### src/rtl/pbm_pkg.sv
package pbm_pkg;
  typedef enum logic [1:0] {
    WIRE_A = 2'd0,
    WIRE_B = 2'd1,
    WIRE_C = 2'd2
  } wiring_e;

  localparam int CPU_AW     = 16;
  localparam int CPU_DW     = 8;
  localparam int GFX_AW     = 13;
  localparam int BANK_W     = 8;
  localparam int NUM_BANKS  = 8;
  localparam int OFS_W      = 10;
  localparam int PAGE_W     = 4;
  localparam logic [PAGE_W-1:0] FIRST_PAGE = 4'hB;
  localparam logic [PAGE_W-1:0] LAST_PAGE  = 4'hE;
  localparam int DEC_AW     = 8;
endpackage

### src/rtl/pbm_sel_decode.sv
module pbm_sel_decode
  import pbm_pkg::*;
#(
  parameter wiring_e VARIANT = WIRE_A,
  parameter int      DEC_W   = DEC_AW
) (
  input  logic [DEC_W-1:0] addr_lo,
  output logic             sel_lo,
  output logic             sel_hi
);
  // Each select bit ORs two address lines; the board wiring decides which.
  generate
    if (VARIANT == WIRE_B) begin : g_wire_b
      assign sel_lo = addr_lo[2] | addr_lo[0];
      assign sel_hi = addr_lo[3] | addr_lo[1];
    end else if (VARIANT == WIRE_C) begin : g_wire_c
      assign sel_lo = addr_lo[3] | addr_lo[1];
      assign sel_hi = addr_lo[2] | addr_lo[0];
    end else begin : g_wire_a
      assign sel_lo = addr_lo[1] | addr_lo[6];
      assign sel_hi = addr_lo[2] | addr_lo[7];
    end
  endgenerate

  logic unused_dec_bits;
  assign unused_dec_bits = ^addr_lo;
endmodule

### src/rtl/pbm_bank_file.sv
module pbm_bank_file
  import pbm_pkg::*;
#(
  parameter int N_BANK = NUM_BANKS,
  parameter int BW     = BANK_W
) (
  input  logic                      clk,
  input  logic                      rst_n,
  input  logic                      wr_en,
  input  logic [$clog2(N_BANK)-1:0] wr_idx,
  input  logic                      wr_hi,
  input  logic [BW/2-1:0]           wr_nib,
  input  logic [$clog2(N_BANK)-1:0] rd_idx,
  output logic [BW-1:0]             rd_bank
);
  localparam int NIB_W = BW / 2;

  logic [N_BANK-1:0][BW-1:0] bank_q;
  logic [N_BANK-1:0][BW-1:0] bank_d;

  // Next state: patch one nibble of the chosen register.
  always_comb begin
    bank_d = bank_q;
    if (wr_hi) begin
      bank_d[wr_idx][BW-1:NIB_W] = wr_nib;
    end else begin
      bank_d[wr_idx][NIB_W-1:0] = wr_nib;
    end
  end

  always_ff @(posedge clk or negedge rst_n) begin
    if (!rst_n) begin
      for (int i = 0; i < N_BANK; i++) begin
        bank_q[i] <= BW'(i);
      end
    end else if (wr_en) begin
      bank_q <= bank_d;
    end
  end

  assign rd_bank = bank_q[rd_idx];

  // a low-nibble write loads bits [3:0] and keeps the upper nibble
  a_r3_low_nibble: assert property (@(posedge clk) disable iff (!rst_n)
    (wr_en && !wr_hi) |=>
      (bank_q[$past(wr_idx)][NIB_W-1:0] == $past(wr_nib)) &&
      (bank_q[$past(wr_idx)][BW-1:NIB_W] == $past(bank_q[wr_idx][BW-1:NIB_W])));

  // a high-nibble write loads bits [7:4] and keeps the lower nibble
  a_r4_high_nibble: assert property (@(posedge clk) disable iff (!rst_n)
    (wr_en && wr_hi) |=>
      (bank_q[$past(wr_idx)][BW-1:NIB_W] == $past(wr_nib)) &&
      (bank_q[$past(wr_idx)][NIB_W-1:0] == $past(bank_q[wr_idx][NIB_W-1:0])));

  // with no write the whole register file holds
  a_r9_idle_hold: assert property (@(posedge clk) disable iff (!rst_n)
    !wr_en |=> $stable(bank_q));
endmodule

### src/rtl/pbm_xlate.sv
module pbm_xlate
  import pbm_pkg::*;
#(
  parameter int BW     = BANK_W,
  parameter int OW     = OFS_W,
  parameter int GW     = GFX_AW,
  parameter int ROM_AW = BANK_W + OFS_W
) (
  input  logic [BW-1:0]     bank,
  input  logic [GW-1:0]     gfx_addr,
  input  logic              bypass,
  output logic [ROM_AW-1:0] pat_addr
);
  localparam int FULL_W = BW + OW;

  logic [FULL_W-1:0] full_addr;

  always_comb begin
    if (bypass) begin
      full_addr = {{(FULL_W-GW){1'b0}}, gfx_addr};
    end else begin
      full_addr = {bank, gfx_addr[OW-1:0]};
    end
  end

  // Fit the full address to the fitted ROM size.
  generate
    if (ROM_AW <= FULL_W) begin : g_trunc
      assign pat_addr = full_addr[ROM_AW-1:0];
      if (ROM_AW < FULL_W) begin : g_drop
        logic unused_hi_bits;
        assign unused_hi_bits = ^full_addr[FULL_W-1:ROM_AW];
      end
    end else begin : g_extend
      assign pat_addr = {{(ROM_AW-FULL_W){1'b0}}, full_addr};
    end
  endgenerate
endmodule

### src/rtl/pattern_bank_map.sv
module pattern_bank_map
  import pbm_pkg::*;
#(
  parameter wiring_e VARIANT = WIRE_A,
  parameter int      ROM_AW  = BANK_W + OFS_W
) (
  input  logic              clk,
  input  logic              rst_n,
  input  logic              cpu_wr,
  input  logic [15:0]       cpu_addr,
  input  logic [7:0]        cpu_data,
  input  logic [12:0]       gfx_addr,
  input  logic              ram_bypass,
  output logic [ROM_AW-1:0] pat_addr
);
  localparam int IDX_W = $clog2(NUM_BANKS);
  localparam int NIB_W = BANK_W / 2;

  // Reset: asynchronous assert, synchronous release.
  logic [1:0] rst_sync_q;
  logic       rst_n_s;

  always_ff @(posedge clk or negedge rst_n) begin
    if (!rst_n) begin
      rst_sync_q <= 2'b00;
    end else begin
      rst_sync_q <= {rst_sync_q[0], 1'b1};
    end
  end
  assign rst_n_s = rst_sync_q[1];

  // Write decode.
  logic              sel_lo, sel_hi;
  logic [PAGE_W-1:0] page;
  logic [PAGE_W-1:0] page_ofs;
  logic              page_hit;
  logic              wr_en;
  logic [IDX_W-1:0]  wr_idx;
  logic [BANK_W-1:0] rd_bank;

  pbm_sel_decode #(.VARIANT(VARIANT), .DEC_W(DEC_AW)) u_dec (
    .addr_lo (cpu_addr[DEC_AW-1:0]),
    .sel_lo  (sel_lo),
    .sel_hi  (sel_hi)
  );

  always_comb begin
    page     = cpu_addr[CPU_AW-1:CPU_AW-PAGE_W];
    page_ofs = page - FIRST_PAGE;
    page_hit = (page >= FIRST_PAGE) && (page <= LAST_PAGE);
    wr_en    = cpu_wr && page_hit;
    wr_idx   = {page_ofs[IDX_W-2:0], sel_hi};
  end

  logic unused_top_bits;
  assign unused_top_bits = ^{cpu_addr[CPU_AW-PAGE_W-1:DEC_AW], cpu_data[CPU_DW-1:NIB_W],
                             page_ofs[PAGE_W-1:IDX_W-1]};

  pbm_bank_file #(.N_BANK(NUM_BANKS), .BW(BANK_W)) u_banks (
    .clk     (clk),
    .rst_n   (rst_n_s),
    .wr_en   (wr_en),
    .wr_idx  (wr_idx),
    .wr_hi   (sel_lo),
    .wr_nib  (cpu_data[NIB_W-1:0]),
    .rd_idx  (gfx_addr[GFX_AW-1:OFS_W]),
    .rd_bank (rd_bank)
  );

  pbm_xlate #(.BW(BANK_W), .OW(OFS_W), .GW(GFX_AW), .ROM_AW(ROM_AW)) u_xlate (
    .bank     (rd_bank),
    .gfx_addr (gfx_addr),
    .bypass   (ram_bypass),
    .pat_addr (pat_addr)
  );

  // under bypass, a steady graphics address gives a steady output even across writes
  a_r8_bypass_hold: assert property (@(posedge clk) disable iff (!rst_n_s)
    (ram_bypass && $past(ram_bypass) && $stable(gfx_addr)) |-> $stable(pat_addr));
endmodule

### config.mk
export PLATFORM = sky130hd
export DESIGN_NAME = pattern_bank_map
export DESIGN_NICKNAME = d
export VERILOG_FILES = /design/src/rtl/pbm_pkg.sv /design/src/rtl/pbm_sel_decode.sv /design/src/rtl/pbm_bank_file.sv /design/src/rtl/pbm_xlate.sv /design/src/rtl/pattern_bank_map.sv
export SDC_FILE = /design/constraint.sdc
export NUM_CORES = 1
export LEC_CHECK = 0
export CORE_MARGIN = 3
export CORE_UTILIZATION = 38
export CTS_CLUSTER_SIZE = 12
export DETAILED_ROUTE_END_ITERATION = 7
export DONT_BUFFER_PORTS = 1
export PLACE_DENSITY_LB_ADDON = 0.15
export RECOVER_POWER = 25
export SYNTH_ARGS = -nofsm -noshare
export SYNTH_HDL_FRONTEND = slang
export SYNTH_HIERARCHICAL = 1
export SYNTH_SLANG_ARGS = --single-unit
### constraint.sdc
create_clock -name clk -period 4.7 [get_ports clk]
set_input_delay 0.235 -clock clk [delete_from_list [all_inputs] [get_ports clk]]
set_output_delay 0.235 -clock clk [all_outputs]
set_load 0.01 [all_outputs]
==> impl_metrics.ini <==
[status]
outcome = complete, no violations

[worst_setup_path]
end_kind = output pin
crit_chain = mux4_1 -> mux2_2 -> mux2_2
crit_start = u_banks/bank_q[9]$_DFFE_PN0P_
cp_max_fo = 2
r2r_end = u_banks/bank_q[46]$_DFFE_PN0P_
crit_end = pat_addr[11]
rrSetupSlack_ps = 3750
cpPeakStageDelay_ps = 520
r2r-start = rst_sync_q[1]$_DFF_PN0_
start_kind = register
r2r_cells = 1
required_ps = 4470
worstPathArrival_ps = 1810
cp_common_cell = mux2_2
crit_type = register to output pin
crit_slowest_cell = mux4_1

[layout]
nets = 252
drive_gt1_frac = 0.500
regArea_um2 = 1670
multi_input_area_um2 = 1490
finalNonFillerCells = 319
diodes = 0
syn2layout_area_growth_pct = 6.22
num-fill-cells = 771

[yosys]
ys_async_sr_fraction = 1.00
synthesis.instances = 215
synth_ff_type = dfrtp_1
yosysUniqueCellTypes = 25
seq_area_frac_synth = 0.505
synth_edf_count = 0
ys_warn_count = 6
ys_ff_latch = 66
synth.area.top_cells = dfrtp_1 41%, mux2_2 26%, mux4_1 13%
netlist_area_um2 = 3300
yosysTopAreaCellShare = 0.409
synth.net_count = 258
synth_top_area_cell = dfrtp_1
avgSynthCellArea_um2 = 15.4

[pwr]
power.density_nw_per_um2 = 377
p_leak_nw = 1.64
ir_drop_mv = 0.204

[clocking]
cts_buffer_depth = 2
cts_made_buffers = 9
cts.reportedPaths.clkPinSlew_ps = 70
post_cts_buffers = 0
ctsResizeCount = 0
htreeDepth = 3
cts_sinks = 66
tritoncts = built
cts_root_buf = clkbuf_8
cts_hold_buffers = 1
worstSkewPairLatency_ps = 330

[sta]
slew_headroom = 0.474
skew_ps = 9.31
fin_setup_tns_ps = 0
slew_viol_final = 0
fmax_ghz = 0.490
rsz0062_at_grt = no
hold_viol_final = 0
period_needed_ps = 2040
post-route-period-util = 0.434
tightest_slew_ps = 788
setup_viol = 0

[place]
port_buffers = 0
dp.cells = 302
dp_hpwl_um = 4680
gp_congestion = 0.716

[drt]
drtIter0Drc = 26
ant_nets = 0
vias = 1720
viasPerCell = 5.39
avgRoutedWirePerCell_um = 21.1
dr.pass1.iters = 4
drt-total-wl_um = 6730
drc = 0

[floorplan]
initial_utilization = 0.396
io_pins = 59
rows = 33
die_x_um = 99.2
die_area_um2 = 9840
core_um2 = 8340
die_h_um = 99.2

[grt]
track_usage = 0.146
grt_max_degree = 65
grt_pass1_vias = 1984
grt_pass1_wl_um = 10700
grt_overflow_total = 0
antenna_found_initial = 0

[hold_path]
holdPathStages = 1
hp-class = input port to register

[job]
max_cap_violations = 0
==> per-layer routing <==
metal	track usage	wire length, um	vias to the layer above
met3	0.0435	349	4
met2	0.260	3510	39
li1	-	-	774
met4	0.0294	35	0
met5	0	0	-
met1	0.177	2830	903
==> stage by stage <==
| step | area [um^2] | util | total power, mW | setup WS, ps | hold slack (ps) |
|---|---|---|---|---|---|
| floorplan | 3300 | - | 0.862 | 2750 | -60.6 |
| global placement | 3310 | 0.396 | 0.869 | 2560 | -60.5 |
| detailed placement | 3310 | 0.396 | 0.887 | 2510 | -60.5 |
| CTS | 3510 | 0.420 | 1.35 | 2620 | 35.2 |
| global route | 3510 | 0.420 | 1.40 | 2600 | 28.3 |
| finish | 3510 | 0.420 | 1.32 | 2660 | 50.6 |
==> Yosys cell counts, drive strengths merged, types with 2 or more instances <==
cell,count
ha,2
nand2b,5
nor2,10
clkbuf,5
dfstp,12
inv,3
or2,2
buf,14
mux4,16
and2b,6
mux2,75
dfrtp,54
nand3b,3
nand2,2
==> report_power, final <==
part	internal (mW)	total (mW)	switching [mW]	leakage, nW
logic	0.114	0.176	0.0625	0.701
registers	0.660	0.697	0.0370	0.837
clock network	0.258	0.450	0.191	0.0974
==> worst max-delay path: cells and delay by family (launching register included) <==
family	cells	cell delay [ps]
DFF	1	370
muxes	3	1120
==> worst min path at each step <==
| stage | start | to | slack, ps |
|---|---|---|---|
| after CTS | cpu_data[3] | u_banks/bank_q[23]$_DFFE_PN0P_ | 40 |
| after detailed placement | rst_n | rst_sync_q[0]$_DFF_PN0_ | -60 |
| after global placement | rst_n | rst_sync_q[0]$_DFF_PN0_ | -60 |
| after global routing | cpu_data[3] | u_banks/bank_q[23]$_DFFE_PN0P_ | 30 |
| after floorplan | rst_n | rst_sync_q[0]$_DFF_PN0_ | -60 |
| final | cpu_data[3] | u_banks/bank_q[23]$_DFFE_PN0P_ | 50 |
==> flip-flops by register name (all words and copies together) (netlist names) <==
name / flops
rst_sync_q: 2
u_banks/bank_q: 64
==> layout by cell type (no fill, tap or decap) <==
cell,n
nand2b_1,5
clkbuf_8,10
and2b_1,1
ha_1,2
clkbuf_1,3
mux4_1,16
dfstp_2,12
nor3b_1,1
or2_1,2
dfrtp_1,53
or3_1,1
a31oi_1,1
nand3_1,1
nor2_1,10
nand2_1,2
conb_1,1
and2b_2,5
o211ai_1,1
dfrtp_2,1
buf_4,1
nand3b_1,3
dlygate4sd3_1,1
mux2_2,75
bufinv_16,1
inv_1,3
clkinv_2,2
==> final cells by class <==
cell class                 instances  area share
sequential                        66       0.476
multi-input combinational        127       0.425
clock buffer                      13      0.0425
tap                              105      0.0375
clock inverter                     3      0.0114
timing repair buffer               2     0.00500
inverter                           3     0.00321
==> cells by family (layout without fill, tap and decap cells) <==
family                   count (synthesis)  after routing  share of synthesized area
AND/OR/NAND/NOR                         31             31                     0.0550
flip-flops                              66             66                      0.505
multiplexers                            91             91                      0.383
adder cells (fa/ha/maj)                  2              2                    0.00758
other                                    1              1                    0.00114
AO/OA/AOI/OAI                            2              2                    0.00417
buffers and inverters                   22             21                     0.0440
No activity file was read; power rests on OpenSTA's default activity.
